==> src/rtl/wbm_pkg.sv <==
package wbm_pkg;

    typedef enum logic [1:0] {
        WBM_OK  = 2'b00,
        WBM_ERR = 2'b01,
        WBM_RTY = 2'b10
    } wbm_status_e;

    typedef enum logic {
        PH_IDLE   = 1'b0,
        PH_STROBE = 1'b1
    } wbm_phase_e;

    function automatic bit wbm_width_ok(input int w);
        return (w == 8) || (w == 16) || (w == 32) || (w == 64);
    endfunction

    // Error outranks retry, retry outranks acknowledge.
    function automatic wbm_status_e wbm_classify(input logic ack, input logic err, input logic rty);
        if (err)      return WBM_ERR;
        else if (rty) return WBM_RTY;
        else          return WBM_OK;
    endfunction

endpackage

==> src/rtl/wbm_cmd_reg.sv <==
module wbm_cmd_reg #(
    parameter int AW = 32,
    parameter int DW = 32,
    localparam int SW = DW / 8
) (
    input  logic          clk,
    input  logic          rst,
    input  logic          load,
    input  logic          in_we,
    input  logic [AW-1:0] in_adr,
    input  logic [DW-1:0] in_dat,
    input  logic [SW-1:0] in_sel,
    output logic          q_we,
    output logic [AW-1:0] q_adr,
    output logic [DW-1:0] q_dat,
    output logic [SW-1:0] q_sel
);

    always_ff @(posedge clk) begin
        if (rst) begin
            q_we  <= 1'b0;
            q_adr <= '0;
            q_dat <= '0;
            q_sel <= '0;
        end else if (load) begin
            q_we  <= in_we;
            q_adr <= in_adr;
            q_dat <= in_dat;
            q_sel <= in_sel;
        end
    end

endmodule

==> src/rtl/wbm_ctrl.sv <==
module wbm_ctrl
    import wbm_pkg::*;
(
    input  logic clk,
    input  logic rst,
    input  logic req_valid,
    input  logic any_term,
    output logic accept,
    output logic finish,
    output logic busy,
    output logic cyc,
    output logic stb,
    output logic done
);

    wbm_phase_e phase;

    assign accept = req_valid && (phase == PH_IDLE);
    assign finish = (phase == PH_STROBE) && any_term;
    assign busy   = (phase == PH_STROBE);
    assign cyc    = (phase == PH_STROBE);
    assign stb    = (phase == PH_STROBE);

    always_ff @(posedge clk) begin
        if (rst) begin
            phase <= PH_IDLE;
            done  <= 1'b0;
        end else begin
            done <= finish;
            case (phase)
                PH_IDLE:   if (accept) phase <= PH_STROBE;
                PH_STROBE: if (any_term) phase <= PH_IDLE;
                default:   phase <= PH_IDLE;
            endcase
        end
    end

    a_r1_idle_in_reset: assert property (@(posedge clk)
        rst |=> (!cyc && !stb && !done));

    a_r3_stb_inside_cyc: assert property (@(posedge clk) disable iff (rst)
        stb |-> cyc);

    a_r5_drop_after_term: assert property (@(posedge clk) disable iff (rst)
        (stb && any_term) |=> (!cyc && !stb && done));

    a_r5_done_single: assert property (@(posedge clk) disable iff (rst)
        done |=> !done);

    a_r9_idle_gap: assert property (@(posedge clk) disable iff (rst)
        done |-> !cyc);

endmodule

==> src/rtl/wbm_resp.sv <==
module wbm_resp
    import wbm_pkg::*;
#(
    parameter int DW = 32
) (
    input  logic          clk,
    input  logic          rst,
    input  logic          finish,
    input  logic          is_write,
    input  logic          ack,
    input  logic          err,
    input  logic          rty,
    input  logic [DW-1:0] dat_i,
    output logic [DW-1:0] rsp_data,
    output logic [1:0]    rsp_status
);

    wbm_status_e status_q;

    assign rsp_status = status_q;

    always_ff @(posedge clk) begin
        if (rst) begin
            status_q <= WBM_OK;
            rsp_data <= '0;
        end else if (finish) begin
            status_q <= wbm_classify(ack, err, rty);
            if (ack && !err && !rty && !is_write) rsp_data <= dat_i;
        end
    end

    a_r6_err_code: assert property (@(posedge clk) disable iff (rst)
        (finish && err) |=> (rsp_status == 2'b01));

    a_r6_rty_code: assert property (@(posedge clk) disable iff (rst)
        (finish && rty && !err) |=> (rsp_status == 2'b10));

    a_r7_hold_data: assert property (@(posedge clk) disable iff (rst)
        !finish |=> $stable(rsp_data));

endmodule

==> src/rtl/wbm_single_master.sv <==
module wbm_single_master
    import wbm_pkg::*;
#(
    parameter int AW = 32,
    parameter int DW = 32,
    localparam int SW = DW / 8
) (
    input  logic          clk,
    input  logic          rst,
    input  logic          req_valid,
    input  logic          req_write,
    input  logic [AW-1:0] req_addr,
    input  logic [DW-1:0] req_wdata,
    input  logic [SW-1:0] req_sel,
    output logic          busy,
    output logic          done,
    output logic [DW-1:0] rsp_data,
    output logic [1:0]    rsp_status,
    output logic          bus_cyc,
    output logic          bus_stb,
    output logic          bus_we,
    output logic [AW-1:0] bus_adr,
    output logic [DW-1:0] bus_dat_o,
    output logic [SW-1:0] bus_sel,
    input  logic [DW-1:0] bus_dat_i,
    input  logic          bus_ack,
    input  logic          bus_err,
    input  logic          bus_rty
);

    logic accept;
    logic finish;
    logic any_term;

    assign any_term = bus_ack || bus_err || bus_rty;

    initial begin : p_width_check
        a_r10_legal_width: assert (wbm_width_ok(DW) && (SW * 8 == DW))
            else $error("data width %0d not in {8,16,32,64}", DW);
    end

    wbm_ctrl u_ctrl (
        .clk       (clk),
        .rst       (rst),
        .req_valid (req_valid),
        .any_term  (any_term),
        .accept    (accept),
        .finish    (finish),
        .busy      (busy),
        .cyc       (bus_cyc),
        .stb       (bus_stb),
        .done      (done)
    );

    wbm_cmd_reg #(.AW(AW), .DW(DW)) u_cmd (
        .clk    (clk),
        .rst    (rst),
        .load   (accept),
        .in_we  (req_write),
        .in_adr (req_addr),
        .in_dat (req_wdata),
        .in_sel (req_sel),
        .q_we   (bus_we),
        .q_adr  (bus_adr),
        .q_dat  (bus_dat_o),
        .q_sel  (bus_sel)
    );

    wbm_resp #(.DW(DW)) u_resp (
        .clk        (clk),
        .rst        (rst),
        .finish     (finish),
        .is_write   (bus_we),
        .ack        (bus_ack),
        .err        (bus_err),
        .rty        (bus_rty),
        .dat_i      (bus_dat_i),
        .rsp_data   (rsp_data),
        .rsp_status (rsp_status)
    );

    a_r4_hold_while_waiting: assert property (@(posedge clk) disable iff (rst)
        (bus_stb && !any_term) |=>
            (bus_stb && $stable(bus_we) && $stable(bus_adr) && $stable(bus_dat_o) && $stable(bus_sel)));

    a_r8_busy_ignores_req: assert property (@(posedge clk) disable iff (rst)
        (busy && req_valid && !any_term) |=> $stable(bus_adr));

    a_r2_start_after_accept: assert property (@(posedge clk) disable iff (rst)
        (req_valid && !busy) |=> (bus_cyc && bus_stb && busy));

endmodule

==> config.mk <==
export PLATFORM = sky130hd
export DESIGN_NAME = wbm_single_master
export DESIGN_NICKNAME = d
export VERILOG_FILES = /design/src/rtl/wbm_pkg.sv /design/src/rtl/wbm_cmd_reg.sv /design/src/rtl/wbm_ctrl.sv /design/src/rtl/wbm_resp.sv /design/src/rtl/wbm_single_master.sv
export SDC_FILE = /design/constraint.sdc
export NUM_CORES = 1
export LEC_CHECK = 0
export ABC_AREA = 1
export BUFFER_PORTS_ARGS = -buffer_cell sky130_fd_sc_hd__buf_2
export CAP_MARGIN = 20
export CORE_ASPECT_RATIO = 2
export CORE_UTILIZATION = 48
export DETAILED_ROUTE_END_ITERATION = 6
export PLACE_DENSITY = 0.87
export SLEW_MARGIN = 5
export SYNTH_ARGS = -nofsm -noshare
export SYNTH_HDL_FRONTEND = slang
export SYNTH_SLANG_ARGS = --single-unit
export TNS_END_PERCENT = 10
==> constraint.sdc <==
create_clock -name clk -period 3 [get_ports clk]
set_input_delay 0 -clock clk [delete_from_list [all_inputs] [get_ports clk]]
set_output_delay 0 -clock clk [all_outputs]
set_load 0.02 [all_outputs]
# Word-level counts from Yosys, hierarchy flattened
# Cells that the tools add are included.
dict set report word_totals {
  in_bits 107
  output_inout_bits 107
  regBits 105
  wordCells 25
}
dict set report classes {
  muxes 5
  n_bitwise 1
  reduce_logical 11
}
# cell count
set op_table {}
lappend op_table {{logical AND 1 bit} 5}
lappend op_table {{two-way mux 2 bit} 2}
lappend op_table {{logical NOT 1 bit} 3}
lappend op_table {{logical OR 1 bit} 2}
lappend op_table {{two-way mux 1 bit} 2}
lappend op_table {{one-hot mux 1 bit (2 select lines)} 1}
lappend op_table {{AND reduction 2 bit} 1}
lappend op_table {{NOT 1 bit} 1}

# Logic depth before layout (Yosys ltp)
# Gate-level depths: netlist (run 1).
dict set report depth {
  word_depth 5
  depth_mapped 7
  depth_no_buf 5
}

# By module
# Synthesis (run 1) repeated with hierarchy kept, for this count alone.
dict set report unflattened {
  cells_unflattened 674
  hier_area_um2 4534.3
}
# module seq_area_each_um2 cells_per_inst n_inst area_each_um2
set modules_own_cells {}
lappend modules_own_cells {wbm_cmd_reg 1381.3 437 1 2861.5}
lappend modules_own_cells {wbm_resp 680.7 221 1 1567.8}
lappend modules_own_cells {wbm_ctrl 40.0 13 1 93.8}
lappend modules_own_cells {wbm_single_master 0.0 3 1 11.3}

# Worst setup path after synthesis (run 1)
# OpenSTA, ideal clock, no wires.
dict set report synth_timing {
  kind {register to register}
  startpoint {reg u_ctrl.phase, in the netlist u_ctrl.busy}
  endpoint {reg u_cmd.q_dat[14]}
  setup_time_ps 116
  period_less_slack_ps 1277
  arrival_ps 1161
  required_time_ps 2884
  n_path_buf 2
  path_stages_with_launch 8
  setup_slack_ps 1723
  path_cell_list {dfxtp_1 -> inv_2 -> nand2_4 -> inv_2 -> buf_6 -> buf_6 -> nor2_1 -> nor2_1}
}
dict set report synth_via {
  elab_chain_cells 2
}
# element line
set synth_lines {}
lappend synth_lines {{start, declared} wbm_ctrl.sv:16} ;# wbm_phase_e phase;
lappend synth_lines {{start signal, assigned} wbm_ctrl.sv:26} ;# phase <= PH_IDLE;
lappend synth_lines {{start signal, assigned} wbm_ctrl.sv:31} ;# PH_IDLE: if (accept) phase <= PH_STROBE;
lappend synth_lines {{start signal, assigned} wbm_ctrl.sv:32} ;# PH_STROBE: if (any_term) phase <= PH_IDLE;
lappend synth_lines {{NOT 1 bit} wbm_ctrl.sv:18} ;# assign accept = req_valid && (phase == PH_IDLE);
lappend synth_lines {{logical AND 1 bit} wbm_ctrl.sv:18}
lappend synth_lines {{end signal, assigned} wbm_cmd_reg.sv:28} ;# q_dat <= in_dat;
lappend synth_lines {{end, declared} wbm_cmd_reg.sv:15} ;# output logic [DW-1:0] q_dat,
# Every way passes these cells.
# A chain may end at the register's enable or synchronous reset.

# Worst setup path after layout (run 1)
dict set report layout_timing {
  startpoint {reg u_ctrl.phase, in the netlist u_ctrl.busy}
  endpoint {reg u_cmd.q_adr[0]}
}
dict set report layout_via {
  elab_chain_cells 2
}
# element line
set layout_lines {}
lappend layout_lines {{NOT 1 bit} wbm_ctrl.sv:18}
lappend layout_lines {{logical AND 1 bit} wbm_ctrl.sv:18}
lappend layout_lines {{end signal, assigned} wbm_cmd_reg.sv:27} ;# q_adr <= in_adr;
lappend layout_lines {{end, declared} wbm_cmd_reg.sv:14} ;# output logic [AW-1:0] q_adr,
# Every way passes these cells.

==> run_results.csv, run 1 <==
group,metric,value,unit
status,status,"finished, final reports clean",
critical_path,reg2reg_from,"u_ctrl.busy",
placement,place_inst,805,
sta,rsz0062_at_grt,"false",
drt,via_per_inst,5.247,
critical_path,cp-startpoint,"u_ctrl.busy",
die,rows,46,
power,total_power,3305,uW
clocking,ctsRootBufferMaster,"clkbuf_16",
clocking,cts_sinks,105,
synthesis,yosys_warnings,0,
power,power_frac_comb,0.184,
sta,period_minus_slack,2.230,ns
power,p_int,2371,uW
grt,busiest_layer,"met2",
power,switching_power,933.4,uW
power,swShare,0.2824,
finish,antennaDiodeCount,0,
finish,layout-drive-gt1-share,0.2935,
sta,tightestPinTransition,1.095,ns
synthesis,synth_compound_area_frac,0.08903,
die,initial_core_util,0.4989,
power,p_seq_frac,0.464,
finish,fin_util,0.7662,
synthesis,syn-num-nets,641,
sta,fin_worst_skew,0.009427,ns
synthesis,syn_avg_cell_area,7.474,um2
finish,nNetsFinal,914,
synthesis,netlist_top_cells_area,"dfxtp_1, nor2_1, o21ai_0, nand4_1, inv_1",
grt,grtUsageTotal,0.3283,
critical_path,start_kind,"flip-flop",
critical_path,cp_max_fo,72,
sta,hold_viol_final,0,
synthesis,synth.area.mux_share,0,
drt,drt_iter0_drc,272,
sta,maxSlewHeadroom,0.2691,
sta,slew_viol_final,0,
critical_path,slowest_stage,"inv_2",
finish,most-common-layout-cells,"buf_2, nor2_1, dfxtp_1",
clocking,tritoncts,"yes",
synthesis,synthAdderAreaFrac,0,
grt,grt_first_pass_wirelength,21440,um
synthesis,yosysSeqAreaShare,0.5266,
placement,port-buffer-count,213,
clocking,cts_made_buffers,9,
sta,fin_crit_sh,0.7434,
drt,ant_nets,0,
critical_path,cp_cell_sequence,"inv_2, nand2_4, inv_2, nor2_1, nor2_1",
finish,final_common_cell,"buf_2",
hold_path,hp-start,"bus_dat_i[20]",
synthesis,synth_area,0.003991,mm2
clocking,clk_pin_slew,0.07,ns
critical_path,worstPathArrival,2.49,ns
finish,area_delta_synth_final,53.57,%
drt,vias,4759,
critical_path,critPathMaxStageDelay,0.95,ns
placement,routabilityCongestion,0.7483,
drt,wl_per_cell,15.85,um
die,floorplan.core_area,0.008000,mm2
sta,holdWs,0.006514,ns
die,dieArea,0.008706,mm2
grt,gr-total-overflow,0,
placement,dp.final_hpwl,7472,um
grt,grt_max_degree,73,
hold_path,hp-class,"input port to flip-flop",
drt,drc,0,
die,ios,214,
clocking,postCtsSetupBuffers,0,
grt,grt_pass1_vias,4655,
clocking,cts.path.max_buffers,2,
synthesis,synth_top_area_frac,0.5266,
synthesis,synth_area_leader_cell,"dfxtp_1",
clocking,htree_levels,3,
clocking,clk_latency,0.34,ns
finish,fin_cells,907,
synthesis,synth_top_family_by_area,"simple AND/OR/NAND/NOR gates",
critical_path,criticalPathCategory,"flip-flop to flip-flop",
power,powerDensity,539.2,mW/mm2
synthesis,yosys.area_share.xor_xnor,0,
critical_path,crit_path_end_kind,"flip-flop",
power,pwr-share-clk,0.352,
synthesis,syn_inst,534,
die,die_x,66.48,um
grt,met2_usage,0.5876,
flow_run,maxCapViolCount,0,
grt,use_met1,0.3257,
grt,antenna_found_initial,0,
sta,fmax,0.4484,GHz
synthesis,ys_ff_latch,105,
power,vdd_drop_max,0.0003536,V
die,die_y,131.0,um
drt,dr.pass1.iters,6,
drt,wirelength,14370,um
critical_path,worstPathRequired,3.26,ns
sta,tns,0,ns
power,power_leakage,0.003127,uW
synthesis,ys_types,16,
synthesis,yosys.area_share.simple,0.2909,
grt,use_met3,0.09028,
sta,setup_viol,0,
==> cell families (layout without fill, tap and decap cells) <==
group / Yosys count / count (layout)
AOI/OAI and AO/OA: 71 / 71
buffers and inverters: 79 / 356
DFF: 105 / 105
and+or+nand+nor: 279 / 279
==> per-layer routing <==
layer  vias up  routed length (um)  part of all wire
li1       2228                   -                 -
met1      2175                5088              0.35
met2       285                7439              0.52
met3        71                1070             0.074
met4         0                 775             0.054
met5         -                   0                 0
==> cell usage after synthesis <==
cell and n:
dfxtp_1 105, inv_1 36, clkbuf_1 12, nor2_2 1, nand4_1 33, nand2_1 36
buf_4 9, nand3_1 5, nor2_1 201, buf_2 16, o21ai_0 69, inv_2 3
buf_6 3, nand2_4 1, a21oi_1 2, nor2_4 2
==> final cells by class <==
type,count,area (um2)
Clock inverter,6,67.56
Sequential cell,105,2102
Inverter,39,146.4
Tap cell,96,120.1
Clock buffer,9,225.2
Multi-Input combinational cell,350,1516
Fill cell,508,1871
Timing Repair Buffer,302,1952
==> path summary, 6_finish.rpt <==
check | end | cells after the start | slack [ns]
setup / recovery | u_cmd.q_adr[0] | 5 | 0.77
hold / removal | u_resp.rsp_data[20] | 5 | 0.007
setup reg to reg | u_cmd.q_adr[0] | 5 | 0.77
hold reg to reg | u_resp.rsp_status[1] | 2 | 0.47
==> through the flow <==
stage               worst slack, ns  cell area, um2
finish                       0.7699            6130
global route                 0.5862            6130
CTS                          0.8793            6130
detailed placement           0.8851            4966
global placement              1.016            4966
floorplan                     1.723            3991
==> registers in the layout, indices dropped and copies added (netlist names) <==
signal             flops
u_cmd.q_we             1
u_cmd.q_adr           32
u_ctrl.done            1
u_cmd.q_sel            4
u_resp.rsp_data       32
u_cmd.q_dat           32
u_ctrl.busy            1
u_resp.rsp_status      2
==> worst max-delay path, delay by kind of cell (launching register included) <==
family                 cells  cell delay [ns]
buffers and inverters      2             1.07
AND/OR/NAND/NOR            3             0.66
flip-flops                 1             0.39
==> power groups by stage <==
stage / Combinational [uW] / Sequential (uW) / Clock (uW)
6_report: 607 / 1530 / 1160
5_1_grt: 653 / 1540 / 1240
4_1_cts: 575 / 1520 / 1170
3_5_place_dp: 486 / 1550 / 0
3_3_place_gp: 472 / 1550 / 0
2_1_floorplan: 203 / 1650 / 0
==> timing repair <==
item / CTS / global route
endpoints found under the hold margin: 88 / 0
hold buffers: 87 / 0
endpoints found under the setup margin: 0 / 0
gates resized for setup: 0 / 0
(Power assumes the default switching activity.)
==> inputs of run 2 (changes only) <==
CORE_UTILIZATION = 40   (was 48)
PLACE_DENSITY = 0.78   (was 0.87)
clock period = 2.02 ns   (was 3 ns; I/O delays follow)
==> run 2 against run 1 <==
Effect of this change: die area grew 20%; worst setup slack worse by 0.14 ns; largest power group unchanged; global-route usage down 8.6 points; wire length decreased by 12%; power increased by 45%; register-to-register slack worse by 0.14 ns; combinational power grew 46%; count of clock-buffer cells in the layout is 2 higher; core utilization fell by 13 points.
==> run_results.csv, run 2 (synthesis results as in run 1) <==
group,metric,value,unit
status,status,"finished, final reports clean",
critical_path,worstPathArrival,1.66,ns
finish,area_delta_synth_final,55.80,%
finish,reg_top3,"u_cmd.q_adr: 32 flops, u_cmd.q_dat: 32 flops, u_resp.rsp_data: 32 flops",
hold_path,hp-class,"input port to flip-flop",
sta,period_minus_slack,1.395,ns
power,power_leakage,0.003161,uW
clocking,clk_pin_slew,0.07,ns
finish,layout-drive-gt1-share,0.3007,
critical_path,worstPathRequired,2.29,ns
finish,ff_latch_area,0.002102,mm2
finish,fin_util,0.6411,
finish,final_common_cell,"buf_2",
critical_path,cp_cell_sequence,"inv_2, nand2_4, buf_4, o21ai_0, nor2_1",
drt,drc,0,
critical_path,slowest_stage,"buf_4",
sta,hold_viol_final,0,
grt,grt_pass1_vias,4391,
finish,most-common-layout-cells,"buf_2, nor2_1, dfxtp_1",
placement,pre_cts_ws,0.6681,ns
grt,grt_first_pass_wirelength,19640,um
power,powerDensity,769.2,mW/mm2
die,die_y,143.3,um
drt,vias,4501,
sta,maxSlewHeadroom,0.5936,
critical_path,critPathMaxStageDelay,0.48,ns
sta,setup_viol,0,
finish,fin_area,0.006218,mm2
clocking,postCtsSetupBuffers,0,
placement,placed_cell_area,0.005084,mm2
placement,dp.final_hpwl,7758,um
placement,port-buffer-count,213,
clocking,cts.path.max_buffers,2,
grt,antenna_found_initial,0,
sta,tns,0,ns
sta,fin_worst_skew,0.007065,ns
drt,via_per_inst,4.733,
critical_path,crit_path_end_kind,"flip-flop",
sta,setup_ws,0.6252,ns
critical_path,cp_max_fo,71,
power,vdd_drop_max,0.0005282,V
clocking,ctsRootBufferMaster,"clkbuf_16",
die,die_x,72.64,um
finish,multiInputGateArea,0.001516,mm2
clocking,postCtsResizedCells,0,
die,rows,51,
drt,ant_nets,0,
drt,dr.pass1.iters,4,
grt,grtUsageTotal,0.2418,
sta,tightestPinTransition,0.6096,ns
sta,fmax,0.7170,GHz
die,floorplan.core_area,0.009699,mm2
drt,drt_iter0_drc,184,
sta,slew_viol_final,0,
critical_path,path_depth,5,
critical_path,r2r.worst_path.cells,5,
clocking,clk_latency,0.34,ns
hold_path,hold_path_depth,5,
clocking,tritoncts,"yes",
die,initial_core_util,0.4115,
clocking,ctsHoldBuffers,85,
flow_run,maxCapViolCount,0,
finish,nFillCells,807,
die,dieArea,0.01041,mm2
critical_path,critical-path-top-delay-family,"buffers and inverters",
grt,grt_max_degree,72,
drt,wirelength,12600,um
clocking,cts_sinks,105,
clocking,cts_made_buffers,9,
sta,fin_crit_sh,0.6905,
clocking,htree_levels,3,
sta,rsz0062_at_grt,"false",
die,ios,214,
placement,routabilityCongestion,0.7414,
critical_path,path_buf_inv,2,
drt,wl_per_cell,13.25,um
grt,gr-total-overflow,0,
finish,nNetsFinal,920,
critical_path,start_kind,"flip-flop",
critical_path,criticalPathCategory,"flip-flop to flip-flop",
-- run 2: changes by cell type in the layout (fill, tap and decap cells not counted), sizes merged --
| cell | delta |
|---|---|
| clkinv | +1 |
| clkbuf | +2 |
| bufinv | -1 |
| dlygate4sd3 | -2 |
| diode | +1 |
| buf | +8 |
| clkinvlp | -1 |
-- run 2: per-stage QoR --
| step | cells | total power, uW | hold slack (ns) |
|---|---|---|---|
| after floorplan | 534 | 2759 | 0.06907 |
| after global placement | 849 | 3021 | 0.2086 |
| after detailed placement | 849 | 3043 | 0.2103 |
| after CTS | 950 | 4806 | 0.000005163 |
| after global routing | 950 | 4997 | 0.02205 |
| final | 951 | 4783 | 0.007713 |
-- run 2: where the power goes --
group	internal, uW	leakage [uW]	switching, uW
sequential	2190	0.000864	62.4
combinational	375	0.00216	511
clock	880	0.000137	761
total	3450	0.00316	1330
-- run 2: cell type report --
type                    instances  share of cell area
clock inverters                 5            0.006237
inverters                      39             0.02354
clock buffers                  11             0.03903
repair buffers                308              0.3223
diodes                          1           0.0004024
multi-input cells             350              0.2439
flip-flops and latches        105              0.3380
well taps                     132             0.02656
-- run 2: worst reg2reg max path, stage by stage, from the launching register on --
cell     delay (ns)
dfxtp_1        0.34
inv_2          0.06
nand2_4        0.05
buf_4          0.48
o21ai_0        0.24
nor2_1         0.15
-- run 2: layer usage --
layer,vias to the layer above,routed length (um),track usage
li1,2234,-,-
met1,2007,4605,0.2469
met2,211,6618,0.4393
met3,49,840,0.05787
met4,0,535,0.1321
met5,-,0,0
-- run 2: path summary, 6_finish.rpt --
check	startpoint	end	slack [ns]
setup / recovery	u_ctrl.busy	u_cmd.q_adr[4]	0.63
hold reg to reg	u_resp.rsp_status[0]	u_resp.rsp_status[0]	0.46
setup reg to reg	u_ctrl.busy	u_cmd.q_adr[4]	0.63
hold / removal	bus_dat_i[21]	u_resp.rsp_data[21]	0.008
==> inputs of run 3 (changes only) <==
ABC_AREA = 0   (was 1)
PLACE_DENSITY = 0.77   (was 0.78)
clock period = 1.26 ns   (was 2.02 ns; I/O delays follow)
==> run 3 against run 2 <==
Effect of this change: final area grew 5.6%; synthesized cell count shrank 14%; combinational power grew 42%; cell count shrank 5.6%; area after synthesis is essentially flat; maximum frequency grew 2.9%; first-iteration DRC count grew 36%; the flow now finishes with violations (setup timing); worst hold slack gained 0.035 ns; clock power grew 76%.
==> run_results.csv, run 3 <==
group,metric,value,unit
status,status,"complete, but fails checks",
status,failed_checks,"setup timing",
power,pwr-share-clk,0.376,
drt,wirelength,12910,um
finish,nFillCells,698,
synthesis,synth_top_area_frac,0.5262,
grt,grt_max_degree,64,
critical_path,worstPathRequired,1.51,ns
finish,final_common_cell,"buf_2",
finish,nNetsFinal,869,
critical_path,worstPathArrival,1.60,ns
synthesis,synth_area,0.003995,mm2
finish,reg_top3,"u_cmd.q_adr: 32 flops, u_cmd.q_dat: 32 flops, u_resp.rsp_data: 32 flops",
sta,tns,-1.073,ns
synthesis,yosysSeqAreaShare,0.5262,
clocking,htree_levels,3,
synthesis,syn_avg_cell_area,8.685,um2
power,power_leakage,0.003017,uW
placement,dp.final_hpwl,7427,um
drt,vias,4314,
placement,routabilityCongestion,0.7594,
critical_path,start_kind,"flip-flop",
power,power_frac_comb,0.164,
finish,fin_util,0.6772,
placement,port-buffer-count,213,
power,p_int,5789,uW
drt,dr.pass1.iters,6,
die,dieArea,0.01042,mm2
sta,tightestPinTransition,0.2971,ns
synthesis,syn-num-nets,567,
drt,wl_per_cell,14.37,um
synthesis,yosys_warnings,0,
power,switching_power,1897,uW
die,initial_core_util,0.4119,
finish,most-common-layout-cells,"buf_2, nand2_1, dfxtp_1",
drt,ant_nets,0,
sta,hold_viol_final,0,
grt,antenna_found_initial,0,
die,die_y,143.3,um
clocking,cts_sinks,105,
finish,antennaDiodeCount,0,
die,rows,51,
drt,drc,0,
synthesis,synth_area_leader_cell,"dfxtp_1",
grt,gr-total-overflow,0,
synthesis,synth-main-ff-cell,"dfxtp_1",
power,p_seq_frac,0.461,
critical_path,criticalPathCategory,"flip-flop to flip-flop",
clocking,clk_pin_slew,0.06,ns
die,floorplan.core_area,0.009699,mm2
sta,setup_ws,-0.09600,ns
sta,rsz0062_at_grt,"true",
power,powerDensity,1170,mW/mm2
synthesis,syn_inst,460,
sta,slew_viol_final,0,
hold_path,hp-class,"input port to flip-flop",
clocking,cts.path.max_buffers,2,
clocking,clk_latency,0.33,ns
sta,fmax,0.7375,GHz
flow_run,maxCapViolCount,0,
synthesis,ys_types,19,
drt,drt_iter0_drc,250,
die,die_x,72.67,um
power,swShare,0.2468,
clocking,ctsRootBufferMaster,"clkbuf_16",
synthesis,synth_async_sr_flop_share,0,
power,vdd_drop_max,0.0007959,V
synthesis,ys_ff_latch,105,
sta,fin_worst_skew,0.003981,ns
critical_path,crit_path_end_kind,"flip-flop",
grt,grtUsageTotal,0.2426,
sta,setup_viol,28,
sta,period_minus_slack,1.356,ns
clocking,cts_made_buffers,9,
grt,grt_pass1_vias,4371,
sta,fin_crit_sh,1.076,
synthesis,netlist_top_cells_area,"dfxtp_1, nand2_1, nand2b_1, a21oi_1, mux2i_1",
grt,grt_first_pass_wirelength,19800,um
sta,maxSlewHeadroom,0.8019,
clocking,tritoncts,"yes",
power,total_power,7686,uW
synthesis,yosysMostFrequentCell,"nand2_1",
synthesis,synth-edff-count,0,
synthesis,synthTopCellsByCount,"nand2_1, dfxtp_1, a21oi_1",
critical_path,cp_max_fo,13,
die,ios,214,
drt,via_per_inst,4.804,
finish,layout-drive-gt1-share,0.3238,
finish,area_delta_synth_final,64.42,%
-- run 3: cell count changes in the layout (fill, tap and decap cells not counted), moves of 17 or more --
| cell | before | now |
|---|---|---|
| o21ai_0 | 69 | 2 |
| dlygate4sd3_1 | 85 | 102 |
| inv_1 | 35 | 0 |
| nand2b_1 | 0 | 64 |
| mux2i_1 | 0 | 29 |
| nor2_1 | 201 | 3 |
| nand2_1 | 36 | 139 |
| a21oi_1 | 2 | 70 |
| nand4_1 | 33 | 0 |
-- run 3: cell type report --
cell class,instances,area (um2),area share
repair buffers,328,2271,0.3457
flip-flops and latches,105,2106,0.3206
multi-input cells,318,1713,0.2608
clock buffers,12,267.8,0.04076
well taps,132,165.2,0.02514
clock inverters,3,46.29,0.007048
-- run 3: power by group through the flow --
| stage | Combinational, uW | Clock [uW] | Sequential [uW] |
|---|---|---|---|
| 2_1_floorplan | 388 | 0 | 3790 |
| 3_3_place_gp | 950 | 0 | 3610 |
| 3_5_place_dp | 973 | 0 | 3610 |
| 4_1_cts | 1220 | 2960 | 3540 |
| 5_1_grt | 1350 | 3120 | 3560 |
| 6_report | 1260 | 2890 | 3540 |
-- run 3: layer usage --
metal / vias to the layer above / global-route usage / share of wire
met5: - / 0 / 0
met4: 0 / 0.1445 / 0.042
met3: 50 / 0.06872 / 0.071
met2: 228 / 0.4314 / 0.53
met1: 1966 / 0.2449 / 0.35
li1: 2070 / - / -
-- run 3: final timing paths --
kind,to,from,slack [ns],depth (start not counted)
max,u_resp.rsp_data[29],u_ctrl.busy,-0.1,5
max reg2reg,u_resp.rsp_data[29],u_ctrl.busy,-0.1,5
min reg2reg,u_cmd.q_dat[14],u_cmd.q_dat[14],0.45,2
min,u_resp.rsp_status[0],bus_err,0.04,3
-- run 3: critical path, stage by stage (launching register included) --
cell	delay, ns
dfxtp_4	0.37
nand2_4	0.05
nor4_4	0.28
buf_4	0.16
buf_12	0.16
mux2i_2	0.25
-- run 3: cell families (layout without fill, tap and decap cells) --
group                  Yosys count  in the layout  share of synthesized area
buffers and inverters           37            343                    0.05105
and+or+nand+nor                212            212                     0.2484
AOI/OAI and AO/OA               74             74                    0.09427
muxes                           32             32                    0.08018
DFF                            105            105                     0.5262
-- run 3: repair_timing --
| action | CTS | global route |
|---|---|---|
| pin swaps | 0 | 1 |
| resized for setup | 0 | 5 |
| buffers inserted | 0 | 2 |
| endpoints found under the hold margin | 103 | 0 |
| hold buffers | 102 | 0 |
| cloned | 0 | 1 |
| endpoints found under the setup margin | 2 | 47 |
-- run 3: metrics by stage --
step	std cells	cell area, um2	hold WS, ns	worst slack (ns)
floorplan	460	4003	0.1360	-0.1231
global placement	778	5170	0.2396	0.05491
global route	898	6569	0.04310	-0.1396
finish	898	6569	0.04269	-0.09600
detailed placement	778	5170	0.2465	-0.02135
CTS	895	6505	0.02862	-0.03735
